`config.mk`:
```
export PLATFORM = sky130hd
export DESIGN_NAME = i2c_cmd_seq
export DESIGN_NICKNAME = d
export VERILOG_FILES = /design/src/rtl/i2c_seq_pkg.sv /design/src/rtl/i2c_seq_cmd_store.sv /design/src/rtl/i2c_seq_irq_bank.sv /design/src/rtl/i2c_seq_rx_wdog.sv /design/src/rtl/i2c_cmd_seq.sv
export SDC_FILE = /design/constraint.sdc
export NUM_CORES = 1
export LEC_CHECK = 0
export BUFFER_PORTS_ARGS = -buffer_cell sky130_fd_sc_hd__clkbuf_2
export CORE_MARGIN = 1.5
export CORE_UTILIZATION = 65
export CTS_CLUSTER_SIZE = 20
export DETAILED_ROUTE_END_ITERATION = 7
export PLACE_DENSITY = 0.85
export SLEW_MARGIN = 0
export SYNTH_ARGS = -nofsm -noshare
export SYNTH_HDL_FRONTEND = slang
export SYNTH_SLANG_ARGS = --single-unit
```
`constraint.sdc`:
```
create_clock -name clk -period 4.4 [get_ports clk]
set_input_delay 0.22 -clock clk [delete_from_list [all_inputs] [get_ports clk]]
set_output_delay 0.22 -clock clk [all_outputs]
set_load 0.03 [all_outputs]
```
`src/rtl/i2c_seq_pkg.sv`:
```
package i2c_seq_pkg;
   localparam int CNT_W = 8;
   localparam int NIRQ  = 6;

   localparam logic [2:0] OP_RESTART = 3'd0;
   localparam logic [2:0] OP_WRITE   = 3'd1;
   localparam logic [2:0] OP_READ    = 3'd2;
   localparam logic [2:0] OP_STOP    = 3'd3;

   localparam int IRQ_START  = 0;
   localparam int IRQ_BYTE   = 1;
   localparam int IRQ_ACKERR = 2;
   localparam int IRQ_TMO    = 3;
   localparam int IRQ_END    = 4;
   localparam int IRQ_STOPD  = 5;

   typedef struct packed {
      logic [2:0]       op;
      logic             ack_chk;
      logic             ack_exp;
      logic             ack_val;
      logic [CNT_W-1:0] count;
   } cmd_t;

   typedef enum logic [1:0] {
      ENG_START = 2'd0,
      ENG_STOP  = 2'd1,
      ENG_WBIT  = 2'd2,
      ENG_RBIT  = 2'd3
   } eng_op_e;

   typedef enum logic [3:0] {
      S_IDLE, S_DECODE, S_START, S_STOP,
      S_TXBIT, S_TXACK, S_RXBIT, S_RXACK
   } seq_st_e;

   localparam logic [2:0] PH_IDLE   = 3'd0;
   localparam logic [2:0] PH_ADDR   = 3'd1;
   localparam logic [2:0] PH_ADDRAK = 3'd2;
   localparam logic [2:0] PH_RX     = 3'd3;
   localparam logic [2:0] PH_TX     = 3'd4;
   localparam logic [2:0] PH_SENDAK = 3'd5;
   localparam logic [2:0] PH_WAITAK = 3'd6;
endpackage

```
`src/rtl/i2c_seq_cmd_store.sv`:
```
module i2c_seq_cmd_store
   import i2c_seq_pkg::*;
#(
   parameter int DEPTH = 16,
   localparam int AW = $clog2(DEPTH)
) (
   input  logic             clk,
   input  logic             rst_n,
   input  logic             we,
   input  logic [AW-1:0]    waddr,
   input  cmd_t             wdata,
   input  logic [AW-1:0]    raddr,
   input  logic             set_done,
   input  logic             clr_all,
   output cmd_t             rdata,
   output logic [DEPTH-1:0] done
);
   cmd_t ent [DEPTH];

   for (genvar i = 0; i < DEPTH; i++) begin : g_ent
      cmd_t m_q;
      logic d_q;
      always_ff @(posedge clk or negedge rst_n) begin
         if (!rst_n) begin
            m_q <= '0;
            d_q <= 1'b0;
         end else begin
            if (we && waddr == AW'(i)) m_q <= wdata;
            if (clr_all)                                  d_q <= 1'b0;
            else if (set_done && raddr == AW'(i))         d_q <= 1'b1;
            else if (we && waddr == AW'(i))               d_q <= 1'b0;
         end
      end
      assign ent[i]  = m_q;
      assign done[i] = d_q;
   end

   assign rdata = ent[raddr];

   // a new run starts with every done flag cleared
   a_r2_done_clear: assert property (@(posedge clk) disable iff (!rst_n)
      (clr_all && !set_done) |=> (done == '0));
endmodule

```
`src/rtl/i2c_seq_irq_bank.sv`:
```
module i2c_seq_irq_bank #(
   parameter int N = 6
) (
   input  logic         clk,
   input  logic         rst_n,
   input  logic [N-1:0] set,
   input  logic [N-1:0] clr,
   input  logic [N-1:0] en,
   output logic [N-1:0] raw,
   output logic [N-1:0] stat,
   output logic         any
);
   for (genvar i = 0; i < N; i++) begin : g_bit
      logic r_q;
      always_ff @(posedge clk or negedge rst_n) begin
         if (!rst_n)      r_q <= 1'b0;
         else if (set[i]) r_q <= 1'b1;
         else if (clr[i]) r_q <= 1'b0;
      end
      assign raw[i] = r_q;

      // a clear with no new event drops the flag
      a_r11_clear: assert property (@(posedge clk) disable iff (!rst_n)
         (clr[i] && !set[i]) |=> !raw[i]);
      // flags are sticky without a clear
      a_r11_sticky: assert property (@(posedge clk) disable iff (!rst_n)
         (raw[i] && !clr[i]) |=> raw[i]);
   end

   assign stat = raw & en;
   assign any  = |stat;
endmodule

```
`src/rtl/i2c_seq_rx_wdog.sv`:
```
module i2c_seq_rx_wdog #(
   parameter int W  = 20,
   parameter bit EN = 1'b1
) (
   input  logic         clk,
   input  logic         rst_n,
   input  logic         clr,
   input  logic         run,
   input  logic [W-1:0] limit,
   output logic         fire
);
   if (EN) begin : g_on
      logic [W:0] cnt;
      always_ff @(posedge clk or negedge rst_n) begin
         if (!rst_n)   cnt <= '0;
         else if (clr) cnt <= '0;
         else if (run) cnt <= cnt + 1'b1;
      end
      assign fire = run && (cnt == {1'b0, limit});

      // a running byte never counts past its limit
      a_r10_bound: assert property (@(posedge clk) disable iff (!rst_n)
         run |-> (cnt <= {1'b0, limit}));
   end else begin : g_off
      assign fire = 1'b0;
   end
endmodule

```
`src/rtl/i2c_cmd_seq.sv`:
```
module i2c_cmd_seq
   import i2c_seq_pkg::*;
#(
   parameter int DEPTH  = 16,
   parameter int TMO_W  = 20,
   parameter bit TMO_EN = 1'b1,
   localparam int AW = $clog2(DEPTH),
   localparam int CW = $bits(cmd_t)
) (
   input  logic             clk,
   input  logic             rst_n,
   input  logic             cmd_we,
   input  logic [AW-1:0]    cmd_addr,
   input  logic [CW-1:0]    cmd_wdata,
   input  logic             go,
   output logic             busy,
   output logic [DEPTH-1:0] cmd_done,
   output logic [2:0]       main_state,
   output logic             eng_req,
   output logic [1:0]       eng_op,
   output logic             eng_wbit,
   input  logic             eng_ack,
   input  logic             eng_rbit,
   input  logic [7:0]       tx_data,
   output logic             tx_pop,
   output logic             rx_push,
   output logic [7:0]       rx_data,
   input  logic [TMO_W-1:0] rx_timeout,
   input  logic [NIRQ-1:0]  irq_en,
   input  logic [NIRQ-1:0]  irq_clr,
   output logic [NIRQ-1:0]  irq_raw,
   output logic [NIRQ-1:0]  irq_stat,
   output logic             irq
);
   if (DEPTH < 2 || DEPTH != (1 << AW)) begin : g_bad_depth
      $error("DEPTH must be a power of two of at least 2");
   end
   if (TMO_W < 1) begin : g_bad_tmo
      $error("TMO_W must be at least 1");
   end

   seq_st_e          st, st_n;
   logic [AW-1:0]    pc, pc_n;
   logic [CNT_W-1:0] left, left_n;
   logic [2:0]       bitc, bit_n;
   logic [7:0]       sh, sh_n;
   logic             addr_ph, addr_n;
   logic             push_q, push_n;
   logic [7:0]       rxd_q, rxd_n;
   logic             done_set, done_clr, tmo_clr, tmo_fire, adv;
   logic [NIRQ-1:0]  irq_set;
   cmd_t             cur;

   i2c_seq_cmd_store #(.DEPTH(DEPTH)) u_store (
      .clk(clk), .rst_n(rst_n), .we(cmd_we), .waddr(cmd_addr),
      .wdata(cmd_t'(cmd_wdata)), .raddr(pc), .set_done(done_set),
      .clr_all(done_clr), .rdata(cur), .done(cmd_done));

   i2c_seq_irq_bank #(.N(NIRQ)) u_irq (
      .clk(clk), .rst_n(rst_n), .set(irq_set), .clr(irq_clr), .en(irq_en),
      .raw(irq_raw), .stat(irq_stat), .any(irq));

   i2c_seq_rx_wdog #(.W(TMO_W), .EN(TMO_EN)) u_wdog (
      .clk(clk), .rst_n(rst_n), .clr(tmo_clr || !busy),
      .run(st == S_RXBIT), .limit(rx_timeout), .fire(tmo_fire));

   always_comb begin
      st_n = st; pc_n = pc; left_n = left; bit_n = bitc; sh_n = sh;
      addr_n = addr_ph; push_n = 1'b0; rxd_n = rxd_q;
      tx_pop = 1'b0; done_set = 1'b0; done_clr = 1'b0; tmo_clr = 1'b0;
      irq_set = '0; adv = 1'b0;
      case (st)
         S_IDLE: if (go) begin
            st_n = S_DECODE; pc_n = '0; done_clr = 1'b1; addr_n = 1'b0;
         end
         S_DECODE: begin
            case (cur.op)
               OP_RESTART: st_n = S_START;
               OP_WRITE: begin
                  if (cur.count == '0) adv = 1'b1;
                  else begin
                     left_n = cur.count; sh_n = tx_data; tx_pop = 1'b1;
                     bit_n = 3'd7; st_n = S_TXBIT;
                  end
               end
               OP_READ: begin
                  if (cur.count == '0) adv = 1'b1;
                  else begin
                     left_n = cur.count; bit_n = 3'd7; tmo_clr = 1'b1;
                     st_n = S_RXBIT;
                  end
               end
               OP_STOP: st_n = S_STOP;
               default: begin
                  done_set = 1'b1; irq_set[IRQ_END] = 1'b1; st_n = S_IDLE;
               end
            endcase
         end
         S_START: if (eng_ack) begin
            irq_set[IRQ_START] = 1'b1; addr_n = 1'b1; adv = 1'b1;
         end
         S_STOP: if (eng_ack) begin
            irq_set[IRQ_STOPD] = 1'b1; addr_n = 1'b0; adv = 1'b1;
         end
         S_TXBIT: if (eng_ack) begin
            if (bitc == 3'd0) st_n = S_TXACK;
            else begin
               sh_n = {sh[6:0], 1'b0}; bit_n = bitc - 3'd1;
            end
         end
         S_TXACK: if (eng_ack) begin
            irq_set[IRQ_BYTE] = 1'b1;
            if (cur.ack_chk && (eng_rbit != cur.ack_exp)) begin
               irq_set[IRQ_ACKERR] = 1'b1; st_n = S_IDLE;
            end else begin
               addr_n = 1'b0;
               if (left == CNT_W'(1)) adv = 1'b1;
               else begin
                  left_n = left - 1'b1; sh_n = tx_data; tx_pop = 1'b1;
                  bit_n = 3'd7; st_n = S_TXBIT;
               end
            end
         end
         S_RXBIT: begin
            if (tmo_fire) begin
               irq_set[IRQ_TMO] = 1'b1; st_n = S_IDLE;
            end else if (eng_ack) begin
               sh_n = {sh[6:0], eng_rbit};
               if (bitc == 3'd0) begin
                  push_n = 1'b1; rxd_n = {sh[6:0], eng_rbit}; st_n = S_RXACK;
               end else bit_n = bitc - 3'd1;
            end
         end
         S_RXACK: if (eng_ack) begin
            irq_set[IRQ_BYTE] = 1'b1;
            if (left == CNT_W'(1)) adv = 1'b1;
            else begin
               left_n = left - 1'b1; bit_n = 3'd7; tmo_clr = 1'b1;
               st_n = S_RXBIT;
            end
         end
         default: st_n = S_IDLE;
      endcase
      if (adv) begin
         done_set = 1'b1;
         if (pc == AW'(DEPTH - 1)) st_n = S_IDLE;
         else begin
            pc_n = pc + 1'b1; st_n = S_DECODE;
         end
      end
   end

   always_ff @(posedge clk or negedge rst_n) begin
      if (!rst_n) begin
         st <= S_IDLE; pc <= '0; left <= '0; bitc <= '0; sh <= '0;
         addr_ph <= 1'b0; push_q <= 1'b0; rxd_q <= '0;
      end else begin
         st <= st_n; pc <= pc_n; left <= left_n; bitc <= bit_n; sh <= sh_n;
         addr_ph <= addr_n; push_q <= push_n; rxd_q <= rxd_n;
      end
   end

   always_comb begin
      case (st)
         S_START: eng_op = ENG_START;
         S_STOP:  eng_op = ENG_STOP;
         S_TXBIT, S_RXACK: eng_op = ENG_WBIT;
         default: eng_op = ENG_RBIT;
      endcase
      case (st)
         S_TXBIT: main_state = addr_ph ? PH_ADDR : PH_TX;
         S_TXACK: main_state = addr_ph ? PH_ADDRAK : PH_WAITAK;
         S_RXBIT: main_state = PH_RX;
         S_RXACK: main_state = PH_SENDAK;
         default: main_state = PH_IDLE;
      endcase
   end

   assign eng_req  = st inside {S_START, S_STOP, S_TXBIT, S_TXACK, S_RXBIT, S_RXACK};
   assign eng_wbit = (st == S_TXBIT) ? sh[7] : (st == S_RXACK) ? cur.ack_val : 1'b1;
   assign busy     = (st != S_IDLE);
   assign rx_push  = push_q;
   assign rx_data  = rxd_q;

   // a pending request holds its operation until acknowledged
   a_r13_req_hold: assert property (@(posedge clk) disable iff (!rst_n)
      (eng_req && !eng_ack && !tmo_fire) |=>
         (eng_req && $stable(eng_op) && $stable(eng_wbit)));
   // transmit bytes are taken only for a write entry
   a_r4_pop_write: assert property (@(posedge clk) disable iff (!rst_n)
      tx_pop |-> (cur.op == OP_WRITE));
   // an acknowledge error ends the run on the next cycle
   a_r5_ackerr_idle: assert property (@(posedge clk) disable iff (!rst_n)
      irq_set[IRQ_ACKERR] |=> !busy);
   // idle always reports phase code 0
   a_r12_idle_code: assert property (@(posedge clk) disable iff (!rst_n)
      !busy |-> (main_state == PH_IDLE));
endmodule

```
==> results.txt <==
Final period util -> 0.934
RSZ-0062 raised after global routing -> false
Synth cell types -> 66
Setup TNS -> 0 ns
Worst Setup End Kind -> output port
Hold crit path type -> input pin to flop
Initial antenna violation count -> 1
Max-Cap Viols -> 0
Status -> completed
Sink Count -> 303
R2r setup slk -> 0.68 ns
End of the worst hold path -> sh[5]$_DFFE_PN0P_
Mapped cell area -> 15000 µm²
Grt ovf -> 0
I/O Buffers -> 110
Vias in the first global route -> 10100
DRC errors left -> 0
Launch point of the worst reg-to-reg path -> pc[0]$_DFF_PN0_
Wire length on met2 -> 17400 µm
Reg2reg end -> sh[6]$_DFFE_PN0P_
Data required, critical path -> 4.18 ns
Slew Viols, Final -> 0
Num ports -> 111
DP Wirelength -> 22800 µm
All-layer global routing usage -> 0.313
Area growth syn-to-layout -> 11.7%
DIE HEIGHT -> 155 µm
Multi-input logic area -> 6780 µm²
Power density over the cells -> 630 nW/µm²
Top routing layer in use -> met4
Total clock buffers created by CTS -> 29
Critical path arrival -> 3.89 ns
Clock root cell -> clkbuf_16
Synth Warn # -> 0
Nets -> 1305
First-pass GRT wire length -> 57500 µm
Synth top area share -> 0.507
Worst Reg-to-Reg Cells -> 8
DRT iter0 DRCs -> 804
Largest net degree at the start of global routing -> 120
Dominant cell type by area after synthesis -> dfrtp_1
Syn avg cell area -> 12.9 µm²
Ys async rst share -> 1.00
Maximum vdd drop -> 0.302 mV
Worst-path clk slew -> 0.06 ns
First drt pass iteration count -> 7
Clk_lat worst skew -> 0.55 ns
Endpoints failing setup -> 0
Longest Clk Path Bufs -> 3
DR WL met3 -> 2640 µm
Final hold vios -> 0
Vias per std cell -> 6.57
Register bit count reported by yosys -> 303
Via Count -> 10100
CP max FO -> 31
Post-synth top cells -> 303 x dfrtp_1, 232 x mux2_2, 87 x nand2_1
Syn Inst Count -> 1159
Hold Path Depth -> 4
Die area -> 23900 µm²
GPL Wtd Cong -> 0.933
Min-delay src -> tx_data[5]
Register area share after synthesis -> 0.507
Post-Route WL -> 36600 µm
Fillers -> 1365
Most frequent cell after synthesis -> dfrtp_1
Layout Skew -> 0.0140 ns
CTS tree -> done
Ys flop type -> dfrtp_1
Detail Route Antenna Nets -> 0
Max Clk Rate -> 243 MHz
WS Path Type -> flop to output port
Setup WS post-layout -> 0.289 ns
Synth area leaders -> dfrtp_1 51%, mux2_2 17%, mux4_2 8.6%
Layout cell share with drive strength beyond 1 -> 0.399
Worst Tran Pin Value -> 1.34 ns
CP startpoint kind -> flop
Post-cts gate resize count -> 0
Max-slew headroom -> 0.108
Initial Util -> 0.661
Total power draw -> 10500 µW
CP Launch Point -> pc[0]$_DFF_PN0_
# H-tree levels -> 1
Cell Rows -> 55
Routed WL per cell -> 23.8 µm
Core footprint -> 22600 µm²
Min cycle time layout -> 4.11 ns
Syn_nets -> 1232
Seq. cell area -> 7590 µm²
Post-synth EDFFs -> 0
P_leak -> 0.00756 µW
Setup WS pre-CTS -> 0.729 ns
Met1 Wirelength -> 15000 µm
Die width -> 155 µm
==> flip-flops by register name, summed over array words and instances (netlist names) <==
| register | count |
|---|---|
| u_store.ent | 224 |
| u_wdog.g_on.cnt | 21 |
| u_store.g_ent.d_q | 16 |
| left | 8 |
| rx_data | 8 |
| sh | 8 |
| u_irq.g_bit.r_q | 6 |
| pc | 4 |
| bitc | 3 |
| st | 3 |
| addr_ph | 1 |
| rx_push | 1 |
==> how the worst max path moves through the flow <==
stage,to,cells past startpoint,slack [ns]
2_1_floorplan,sh[0]$_DFFE_PN0P_,9,1.42
3_3_place_gp,u_store.g_ent[1].d_q$_DFFE_PN0P_,8,0.78
3_5_place_dp,sh[7]$_DFFE_PN0P_,8,0.73
4_1_cts,tx_pop,9,0.27
5_1_grt,tx_pop,9,0.02
6_report,tx_pop,9,0.29
==> layout by cell type, fill, tap and decap left out, types with 9 or more instances in the layout <==
cell         n
a31o_1       9
and3_1      18
inv_1       28
a22oi_1     28
a21oi_1     15
mux4_2      57
o21ai_0     15
o22ai_1     10
xor2_1      26
nand2b_1     9
ha_1         9
nand3_1     11
xnor2_1     19
clkbuf_16   29
nand2_1     87
dfrtp_1    301
nand4_1     12
buf_4       19
nor2_1      58
clkbuf_2   109
mux2i_1     10
mux2_2     232
and2_1      10
==> kinds of logic after synthesis <==
group                      synth area share
and+or+nand+nor                      0.0781
buffers and inverters                0.0397
xor gates and xnor gates             0.0264
muxes                                 0.279
DFF                                   0.507
AOI/OAI and AO/OA                    0.0620
adders and majority gates           0.00753
==> worst max-delay path: stages (launching register included) <==
cell      delay [ns]
dfrtp_4         0.82
buf_12          0.29
mux4_2          0.54
a22oi_1         0.26
nand2_1         0.18
nor4_4          0.42
nand2_1         0.25
a32oi_1         0.32
nor2_1          0.07
clkbuf_2        0.19
==> routing by layer <==
layer | GRT usage | up-vias
li1 | - | 4330
met1 | 0.430 | 5210
met2 | 0.499 | 476
met3 | 0.0580 | 99
met4 | 0.127 | 0
met5 | 0 | -
==> cell type report <==
class	count	area share
clock inverter	12	0.0112
antenna	1	0.000150
multi-input combinational	730	0.406
sequential	303	0.454
inverter	28	0.00629
tap	285	0.0213
timing repair buffer	140	0.0511
clock buffer	40	0.0501
==> report_power, final <==
group	leakage (µW)	internal [µW]	switching (µW)
Sequential	0.00378	3450	591
Combinational	0.00327	1810	2000
Clock	0.000507	1610	1060
==> what timing repair did <==
item / CTS / global route
hold buffers: 7 / 0
hold endpoints to repair: 123 / 0
setup buffers: 0 / 0
==> metrics by stage <==
step	std cells	utilization	instance area [µm²]	hold slack, ns
finish	1539	0.738	16700	0.0221
global route	1538	0.738	16700	0.0115
CTS	1538	0.738	16700	0.00426
detailed placement	1479	0.690	15600	0.373
global placement	1479	0.690	15600	0.363
floorplan	1159	-	15000	-0.0756
Power figures use the tool's default switching activity.
